--- src/rtl/boot_pkg.sv ---
package boot_pkg;
  typedef enum logic [2:0] {
    ST_CHECK, ST_POLL, ST_WAIT, ST_HOLD, ST_FINISH, ST_IDLE, ST_LOCK
  } bootState_t;

  // strobes from control to datapath
  typedef struct packed {
    logic nextByte;
    logic capture;
    logic finish;
    logic lock;
  } ctlStrobe_t;

  // conditions reported by the datapath
  typedef struct packed {
    logic full;
    logic settled;
    logic cycleDone;
  } dpStatus_t;
endpackage

--- src/rtl/boot_ctrl.sv ---
module boot_ctrl
  import boot_pkg::*;
(
  input  logic       clk,
  input  logic       rstN,
  input  logic       secN,
  input  logic       stopN,
  input  logic       ackIn,
  input  logic       reqLevel,
  input  dpStatus_t  stat,
  output ctlStrobe_t strobe
);
  bootState_t state, stateNext;

  always_ff @(posedge clk or negedge rstN) begin
    if (!rstN) state <= ST_CHECK;
    else       state <= stateNext;
  end

  always_comb begin
    stateNext = state;
    strobe    = '0;
    case (state)
      ST_CHECK: stateNext = secN ? ST_POLL : ST_LOCK;
      ST_POLL: begin
        if (!stopN || stat.full) begin
          stateNext = ST_FINISH;
        end else begin
          strobe.nextByte = 1'b1;
          stateNext       = ST_WAIT;
        end
      end
      ST_WAIT: begin
        if (stat.settled && (ackIn == reqLevel)) begin
          strobe.capture = 1'b1;
          stateNext      = ST_HOLD;
        end
      end
      ST_HOLD:   if (stat.cycleDone) stateNext = ST_POLL;
      ST_FINISH: begin
        strobe.finish = 1'b1;
        stateNext     = ST_IDLE;
      end
      ST_IDLE:   stateNext = ST_IDLE;
      ST_LOCK:   strobe.lock = 1'b1;
      default:   stateNext = ST_CHECK;
    endcase
  end
endmodule

--- src/rtl/boot_dpath.sv ---
module boot_dpath
  import boot_pkg::*;
#(
  parameter int          RAM_BYTES  = 352,
  parameter int          EXT_AW     = 16,
  parameter logic [15:0] ENTRY_ADDR = 16'h0050,
  parameter int          SETTLE_CLK = 10,
  parameter int          CYCLE_CLK  = 60,
  parameter int          FLASH_HALF = 500000
) (
  input  logic              clk,
  input  logic              rstN,
  input  ctlStrobe_t        strobe,
  input  logic [7:0]        dataIn,
  output dpStatus_t         stat,
  output logic [EXT_AW-1:0] extAddr,
  output logic              reqOut,
  output logic              ramWe,
  output logic [15:0]       ramAddr,
  output logic [7:0]        ramWData,
  output logic              ledOut,
  output logic              doneOut,
  output logic [15:0]       entryAddr
);
  localparam int CNT_W = $clog2(RAM_BYTES + 1);
  localparam int TMR_W = $clog2(CYCLE_CLK + 1);
  localparam int FL_W  = $clog2(FLASH_HALF + 1);
  localparam logic [CNT_W-1:0] CNT_FULL  = CNT_W'(RAM_BYTES);
  localparam logic [TMR_W-1:0] TMR_MAX   = TMR_W'(CYCLE_CLK);
  localparam logic [TMR_W-1:0] TMR_SET   = TMR_W'(SETTLE_CLK);
  localparam logic [TMR_W-1:0] TMR_END   = TMR_W'(CYCLE_CLK - 2);
  localparam logic [FL_W-1:0]  FLASH_END = FL_W'(FLASH_HALF - 1);

  logic [CNT_W-1:0] byteCnt;
  logic [TMR_W-1:0] timer;
  logic [FL_W-1:0]  flashCnt;

  // byte counter, address and request strobe
  always_ff @(posedge clk or negedge rstN) begin
    if (!rstN) begin
      byteCnt <= '0;
      extAddr <= '0;
      reqOut  <= 1'b0;
    end else begin
      if (strobe.nextByte) begin
        extAddr <= EXT_AW'(byteCnt);
        reqOut  <= ~reqOut;
      end
      if (strobe.capture) byteCnt <= byteCnt + 1'b1;
    end
  end

  // per-byte timer, cleared on each new address, saturating
  always_ff @(posedge clk or negedge rstN) begin
    if (!rstN)                  timer <= '0;
    else if (strobe.nextByte)   timer <= '0;
    else if (timer != TMR_MAX)  timer <= timer + 1'b1;
  end

  // RAM write port
  always_ff @(posedge clk or negedge rstN) begin
    if (!rstN) begin
      ramWe    <= 1'b0;
      ramAddr  <= '0;
      ramWData <= '0;
    end else begin
      ramWe <= strobe.capture;
      if (strobe.capture) begin
        ramAddr  <= ENTRY_ADDR + 16'(byteCnt);
        ramWData <= dataIn;
      end
    end
  end

  // hand-off pulse
  always_ff @(posedge clk or negedge rstN) begin
    if (!rstN) begin
      doneOut   <= 1'b0;
      entryAddr <= '0;
    end else begin
      doneOut   <= strobe.finish;
      entryAddr <= strobe.finish ? ENTRY_ADDR : 16'h0000;
    end
  end

  // lockout blink
  always_ff @(posedge clk or negedge rstN) begin
    if (!rstN) begin
      flashCnt <= '0;
      ledOut   <= 1'b0;
    end else if (strobe.lock) begin
      if (flashCnt == FLASH_END) begin
        flashCnt <= '0;
        ledOut   <= ~ledOut;
      end else begin
        flashCnt <= flashCnt + 1'b1;
      end
    end
  end

  assign stat.full      = (byteCnt == CNT_FULL);
  assign stat.settled   = (timer >= TMR_SET);
  assign stat.cycleDone = (timer >= TMR_END);
endmodule

--- src/rtl/ram_boot_loader.sv ---
module ram_boot_loader
  import boot_pkg::*;
#(
  parameter int          RAM_BYTES       = 352,
  parameter int          EXT_AW          = 16,
  parameter logic [15:0] ENTRY_ADDR      = 16'h0050,
  parameter int          MC_CLKS         = 2,
  parameter int          SETTLE_MC       = 5,
  parameter int          LOAD_MC         = 30,
  parameter int          FLASH_HALF_CLKS = 500000
) (
  input  logic              clk,
  input  logic              rstN,
  input  logic              secN,
  input  logic              stopN,
  output logic [EXT_AW-1:0] extAddr,
  input  logic [7:0]        dataIn,
  output logic              reqOut,
  input  logic              ackIn,
  output logic              ramWe,
  output logic [15:0]       ramAddr,
  output logic [7:0]        ramWData,
  output logic              ledOut,
  output logic              doneOut,
  output logic [15:0]       entryAddr
);
  localparam int SETTLE_CLK = SETTLE_MC * MC_CLKS;
  localparam int CYCLE_CLK  = LOAD_MC * MC_CLKS;

  ctlStrobe_t strobe;
  dpStatus_t  stat;

  boot_ctrl u_ctrl (
    .clk      (clk),
    .rstN     (rstN),
    .secN     (secN),
    .stopN    (stopN),
    .ackIn    (ackIn),
    .reqLevel (reqOut),
    .stat     (stat),
    .strobe   (strobe)
  );

  boot_dpath #(
    .RAM_BYTES  (RAM_BYTES),
    .EXT_AW     (EXT_AW),
    .ENTRY_ADDR (ENTRY_ADDR),
    .SETTLE_CLK (SETTLE_CLK),
    .CYCLE_CLK  (CYCLE_CLK),
    .FLASH_HALF (FLASH_HALF_CLKS)
  ) u_dpath (
    .clk       (clk),
    .rstN      (rstN),
    .strobe    (strobe),
    .dataIn    (dataIn),
    .stat      (stat),
    .extAddr   (extAddr),
    .reqOut    (reqOut),
    .ramWe     (ramWe),
    .ramAddr   (ramAddr),
    .ramWData  (ramWData),
    .ledOut    (ledOut),
    .doneOut   (doneOut),
    .entryAddr (entryAddr)
  );
endmodule

--- config.mk ---
export PLATFORM = sky130hd
export DESIGN_NAME = ram_boot_loader
export DESIGN_NICKNAME = d
export VERILOG_FILES = /design/src/rtl/boot_pkg.sv /design/src/rtl/boot_ctrl.sv /design/src/rtl/boot_dpath.sv /design/src/rtl/ram_boot_loader.sv
export SDC_FILE = /design/constraint.sdc
export NUM_CORES = 1
export LEC_CHECK = 0
export BUFFER_PORTS_ARGS = -buffer_cell sky130_fd_sc_hd__buf_2
export CAP_MARGIN = 0
export CORE_ASPECT_RATIO = 2
export CORE_MARGIN = 5
export CORE_UTILIZATION = 50
export CTS_BUF_LIST = sky130_fd_sc_hd__clkbuf_8 sky130_fd_sc_hd__clkbuf_16
export DETAILED_ROUTE_END_ITERATION = 7
export PLACE_DENSITY = 0.83
export SLEW_MARGIN = 20
export SYNTH_ARGS = -nofsm -noshare
export SYNTH_HDL_FRONTEND = slang
export SYNTH_SLANG_ARGS = --single-unit
--- constraint.sdc ---
create_clock -name clk -period 2.28 [get_ports clk]
set_clock_uncertainty 0.2 [all_clocks]
set_input_delay 0.114 -clock clk [delete_from_list [all_inputs] [get_ports clk]]
set_output_delay 0.114 -clock clk [all_outputs]
set_load 0.005 [all_outputs]
# --- Word-level counts from Yosys, hierarchy flattened ---
# Cells that the tools add are included.
classes:
  n_lt_le_gt_ge: 2
  bitwise_logic: 3
  eq_ne: 12
  addsub: 4
  n_reduce_logical: 8
  mux: 15
ops:
  columns: ["operator", "count"]
  rows:
  - ["$add 19x1->19 const B", 1]
  - ["$eq 19x19->1 const B", 1]
  - ["$mux 19", 1]
  - ["$pmux 3 s6", 1]
  - ["$mux 3", 4]
  - ["$mux 6", 2]
  - ["$add 7x9->10 const A", 1]
  - ["$add 9x1->9 const B", 1]
  - ["$eq 3x3->1 const B", 3]
  - ["$eq 9x9->1 const B", 1]
  - ["$mux 7", 1]
  - ["$add 6x1->6 const B", 1]
  - ["$eq 3x2->1 const B", 2]
  - ["$ge 6x4->1 const B", 1]
  - ["$ge 6x6->1 const B", 1]
  - ["$mux 1", 6]
  - ["$ne 6x6->1 const B", 1]
  - ["$eq 3x1->1 const B", 1]
  - ["$logic_not 3->1", 1]
  - ["$not 1->1", 3]
  - ["$reduce_and 3->1", 1]
  - ["$ne 2x1->1 const B", 1]
  - ["$ne 2x2->1 const B", 1]
  - ["$reduce_and 2->1", 1]
  - ["6 further kinds", 6]
word_totals:
  regBits: 90
  word_cells: 56
  output_inout_bits: 60
  input_bits: 13

# --- Logic depth before layout (Yosys ltp) ---
logic_depth:
  word_depth: 5
  ltp_mapped: 7
  mapped_depth_nobuf: 6

# --- Modules after synthesis ---
# A second synthesis with hierarchy kept.
unflattened:
  hier_cells: 311
  area_unflattened_um2: 3440.8
modules_own_cells:
  columns: ["module", "area_each_um2", "instances", "cells_each", "seq_area_each_um2"]
  rows:
  - ["boot_dpath", 3173.0, 1, 277, 1626.6]
  - ["boot_ctrl", 267.8, 1, 34, 75.1]

# --- Least setup slack after synthesis ---
# OpenSTA, ideal clock, no wires.
synth_path:
  path_kind: "reg-to-reg"
  startpoint: "register u_dpath.byteCnt[0]"
  endpoint: "register u_dpath.extAddr[1]"
  setup_time_ps: 125
  path_buffers: 1
  stages_incl_launch_ff: 8
  period_less_slack_ps: 2017
  arrival_time_ps: 1692
  required_time_ps: 1955
  path_slack_ps: 263
  path_cell_list: "dfrtp_1 -> inv_1 -> ha_1 -> nand4bb_1 -> o311ai_2 -> nor3_2 -> buf_6 -> mux2_4"
synth_between:
  elab_chain_cells: 4
synth_lines:
  columns: ["element", "line_no", "source"]
  rows:
  - ["start: declaration", "boot_dpath.sv:34", "logic [CNT_W-1:0] byteCnt;"]
  - ["start signal: assignment", "boot_dpath.sv:49", "if (strobe.capture) byteCnt <= byteCnt + 1'b1;"]
  - ["$eq 9x9->1", "boot_dpath.sv:101", "assign stat.full = (byteCnt == CNT_FULL);"]
  - ["$logic_or 1x1->1", "boot_ctrl.sv:26", "if (!stopN || stat.full) begin"]
  - ["$mux 1", "boot_ctrl.sv:26", null]
  - ["$mux 1", "boot_ctrl.sv:23", "case (state)"]
  - ["end signal: assignment", "boot_dpath.sv:46", "extAddr <= EXT_AW'(byteCnt);"]
  - ["end: declaration", "boot_dpath.sv:16", "output logic [EXT_AW-1:0] extAddr,"]
# No other way between the ends.
# A chain may end at the register's enable or synchronous reset.

# --- Worst setup path in the final report ---
layout_path:
  startpoint: "register u_dpath.byteCnt[0]"
  endpoint: "register u_dpath.timer[2]"
layout_between:
  elab_chain_cells: 5
  elab_cells_between_ends: 6
  cone_classes: "eq/ne (1); mux (3); reduce/logical (2)"
layout_lines:
  columns: ["element", "line_no", "source"]
  rows:
  - ["$eq 9x9->1 *", "boot_dpath.sv:101", null]
  - ["$logic_or 1x1->1 *", "boot_ctrl.sv:26", null]
  - ["$mux 1 *", "boot_ctrl.sv:26", null]
  - ["$mux 1 *", "boot_ctrl.sv:23", null]
  - ["$mux 6 / $reduce_bool 2->1 (equally long branches)", null, null]
  - ["end signal: assignment", "boot_dpath.sv:57", "else if (timer != TMR_MAX) timer <= timer + 1'b1;"]
  - ["end: declaration", "boot_dpath.sv:35", "logic [TMR_W-1:0] timer;"]
# Every way passes the cells marked *; elsewhere a longest branch is shown, timed or not.

==> impl_metrics.tcl <==
set metrics [dict create \
    ant_nets 0 \
    ys_seq_area_share_pct 49.42 \
    core_area_mm2 0.006674 \
    critPathMaxFanout 6 \
    finalSetupViolations 0 \
    end_kind "flip-flop" \
    final_util_pct 63.39 \
    worstSkewPairLatency_ns 0.33 \
    slowest_delay_ns 0.44 \
    switchingPower_w 0.001476 \
    globalplace.congestion 0.8725 \
    grt_pass1_wl_mm 13.06 \
    cts_tree "yes" \
    outcome "complete, no violations" \
    hold_violations 0 \
    worstPathCellList "inv_1 > ha_1 > nand4bb_1 > o311ai_2 > nor3_4 > buf_4 > buf_4 > a211oi_1" \
    synth-edff-count 0 \
    power_w 0.004754 \
    first_iter_violations 146 \
    yosysWarnings 0 \
    synth_cell_types 51 \
    synthCells 330 \
    ir_worst_vdd_uv 707.4 \
    dp.cells 467 \
    critPathKind "reg -> reg" \
    sequentialPowerShare_pct 37.9 \
    h-tree-depth 3 \
    gr-usage-all-layers_pct 20.05 \
    drc 0 \
    internal_power_w 0.003279 \
    comb_power_share_pct 28.2 \
    nets 424 \
    antenna_found_initial 0 \
    arrival_ns 2.13 \
    wire_per_inst_um 15.81 \
    critical_path.slowest_cell "o311ai_2" \
    drt_wl_total_mm 7.840 \
    io_pins 73 \
    path_clk_slew_ns 0.06 \
    dr.pass1.iters 4 \
    clockBufferDepth 2 \
    ys_ff_latch 68 \
    grt_pass1_vias 2772 \
    syn_area_per_cell_um2 10.43 \
    ys_top_cells_by_count "dfrtp_1, nand2_1, buf_4, xnor2_1, nor2_1" \
    placementRows 42 \
    ys.flop_type "dfrtp_1" \
    dp_hpwl_mm 5.578 \
    hold_path.class "in -> async" \
    fmax_mhz 475.5 \
    cts_root_buffer "clkbuf_16" \
    dieArea_mm2 0.008747 \
    synth_top_area_cell "dfrtp_1" \
    start_kind "flip-flop" \
    grt_overflow 0 \
    final-max-slew-violation-count 0 \
    p_sw_share_pct 31.04 \
    path_common_cell "buf_4" \
    leakagePower_nw 2.117 \
    initial_core_util_pct 51.59 \
    synth_most_common_cell "dfrtp_1" \
    async_flop_share_pct 100.0 \
    routed_via_density 5.208 \
    synth_top_cell_area_share_pct 49.42 \
    p_per_area_mw_per_mm2 1124 \
    period_needed_ns 2.103 \
    rsz0062_at_grt "false" \
    worst_ep_required_time_ns 2.31 \
    die_y_um 127.4 \
    num_vias 2583 \
    timing.final.crit_share_pct 92.24 \
    power_frac_clock_pct 33.9 \
    synth_area_leaders "dfrtp_1, buf_4, nand2_1, xnor2_1, ha_1" \
    rrSetupSlack_ns 0.18 \
    grt_max_degree 39 \
    cap_violations 0 \
    layout-drive-gt1-share_pct 24.75 \
    diodes 0 \
    hold_slack_ns 0.05922 \
    cts-buffers-inserted 9 \
    fin_tns_setup_ns 0 \
    clock_sinks 68 \
    layout.cells.non_filler 496 \
    synth_area_mm2 0.003443 \
    die_w_um 68.68 \
    port_buffers 45 \
    area_delta_synth_final_pct 22.86 \
]
-- worst max-delay path: cells and delay by family (launching register included) --
kind            cells  cell delay, ns
buf+inv             3            0.42
compound gates      2            0.62
flops               1            0.37
fa+ha+maj           1            0.16
simple gates        2            0.24
-- layout make-up --
| type | instances | area (um^2) |
|---|---|---|
| sequential | 68 | 1702 |
| fill | 520 | 2444 |
| tap | 88 | 110.1 |
| timing repair buffer | 77 | 503.0 |
| clock inverter | 5 | 98.84 |
| inverter | 8 | 30.03 |
| multi-input combinational | 239 | 1534 |
| clock buffer | 11 | 252.7 |
-- cell families (layout without fill, tap and decap cells) --
group | Yosys count | after routing | synth area share (%)
AND/OR/NAND/NOR | 130 | 130 | 20.60
flip-flops | 68 | 68 | 49.42
buffers and inverters | 49 | 101 | 9.048
AO/OA/AOI/OAI | 32 | 32 | 6.105
XOR/XNOR | 29 | 29 | 7.377
multiplexers | 13 | 13 | 4.433
adder cells (fa/ha/maj) | 8 | 8 | 2.907
other | 1 | 27 | 0.1089
-- metal layers --
layer / wire, um / up-vias / track usage [%] / share of wire, %
met5: 0 / - / 0 / 0
met4: 263 / 0 / 9.848 / 3.4
met3: 321 / 20 / 4.921 / 4.1
met2: 4428 / 83 / 35.10 / 56
met1: 2826 / 1264 / 21.37 / 36
li1: - / 1216 / - / -
-- metrics by stage --
stage	instance area, um^2	setup WS, ns
after floorplan	3541	0.2628
after global placement	3750	-0.2008
after detailed placement	3750	-0.3162
after CTS	4230	0.1546
after global routing	4230	0.04567
final	4230	0.1770
-- state kept, by name, indices dropped and copies added, names as in the netlist --
signal             count
u_ctrl.state           3
u_dpath.byteCnt        9
u_dpath.entryAddr      1
u_dpath.extAddr        9
u_dpath.flashCnt      19
u_dpath.ledOut         1
u_dpath.ramAddr       10
u_dpath.ramWData       8
u_dpath.ramWe          1
u_dpath.reqOut         1
u_dpath.timer          6
-- power groups by stage --
stage | Sequential [W] | Clock (W) | Combinational (W)
2_1_floorplan | 0.00179 | 0 | 0.000797
3_3_place_gp | 0.00177 | 0 | 0.00126
3_5_place_dp | 0.00179 | 0 | 0.00132
4_1_cts | 0.00179 | 0.00164 | 0.00136
5_1_grt | 0.00184 | 0.00170 | 0.00151
6_report | 0.00180 | 0.00161 | 0.00134
-- repair_timing --
action,4_1_cts,5_1_grt
hold endpoints to repair,79,0
buffers inserted,3,0
resized for setup,1,0
endpoints found under the setup margin,16,0
hold buffers,10,0
-- cells in the final DEF, fill, tap and decap left out, types with 2 or more instances in the layout --
cell	instances
nor4_4	2
nor3_1	5
nand4_1	11
buf_4	21
nand3_1	10
xor2_1	8
ha_1	8
and2_1	2
nor2_1	16
nand2b_1	3
xnor2_1	21
a31oi_1	2
clkbuf_16	9
and4_1	3
inv_1	8
o21ai_0	13
and3b_1	2
bufinv_16	3
nand2_1	53
clkbuf_8	2
o311ai_2	2
and3_1	6
a21oi_1	7
mux2_4	3
mux2i_1	4
dlygate4sd3_1	10
conb_1	27
buf_2	45
mux2_2	6
nor4_1	4
dfrtp_1	68
-- final timing paths --
kind,startpoint,to,depth (start not counted)
min reg2reg,u_dpath.ledOut,u_dpath.ledOut,1
min in group clk,ackIn,u_ctrl.state[0],5
max,u_dpath.byteCnt[0],u_dpath.timer[2],8
min,rstN,u_dpath.extAddr[4],2
max reg2reg,u_dpath.byteCnt[0],u_dpath.timer[2],8
max in group asynchronous,rstN,u_dpath.byteCnt[1],3
Power figures use the tool's default switching activity.
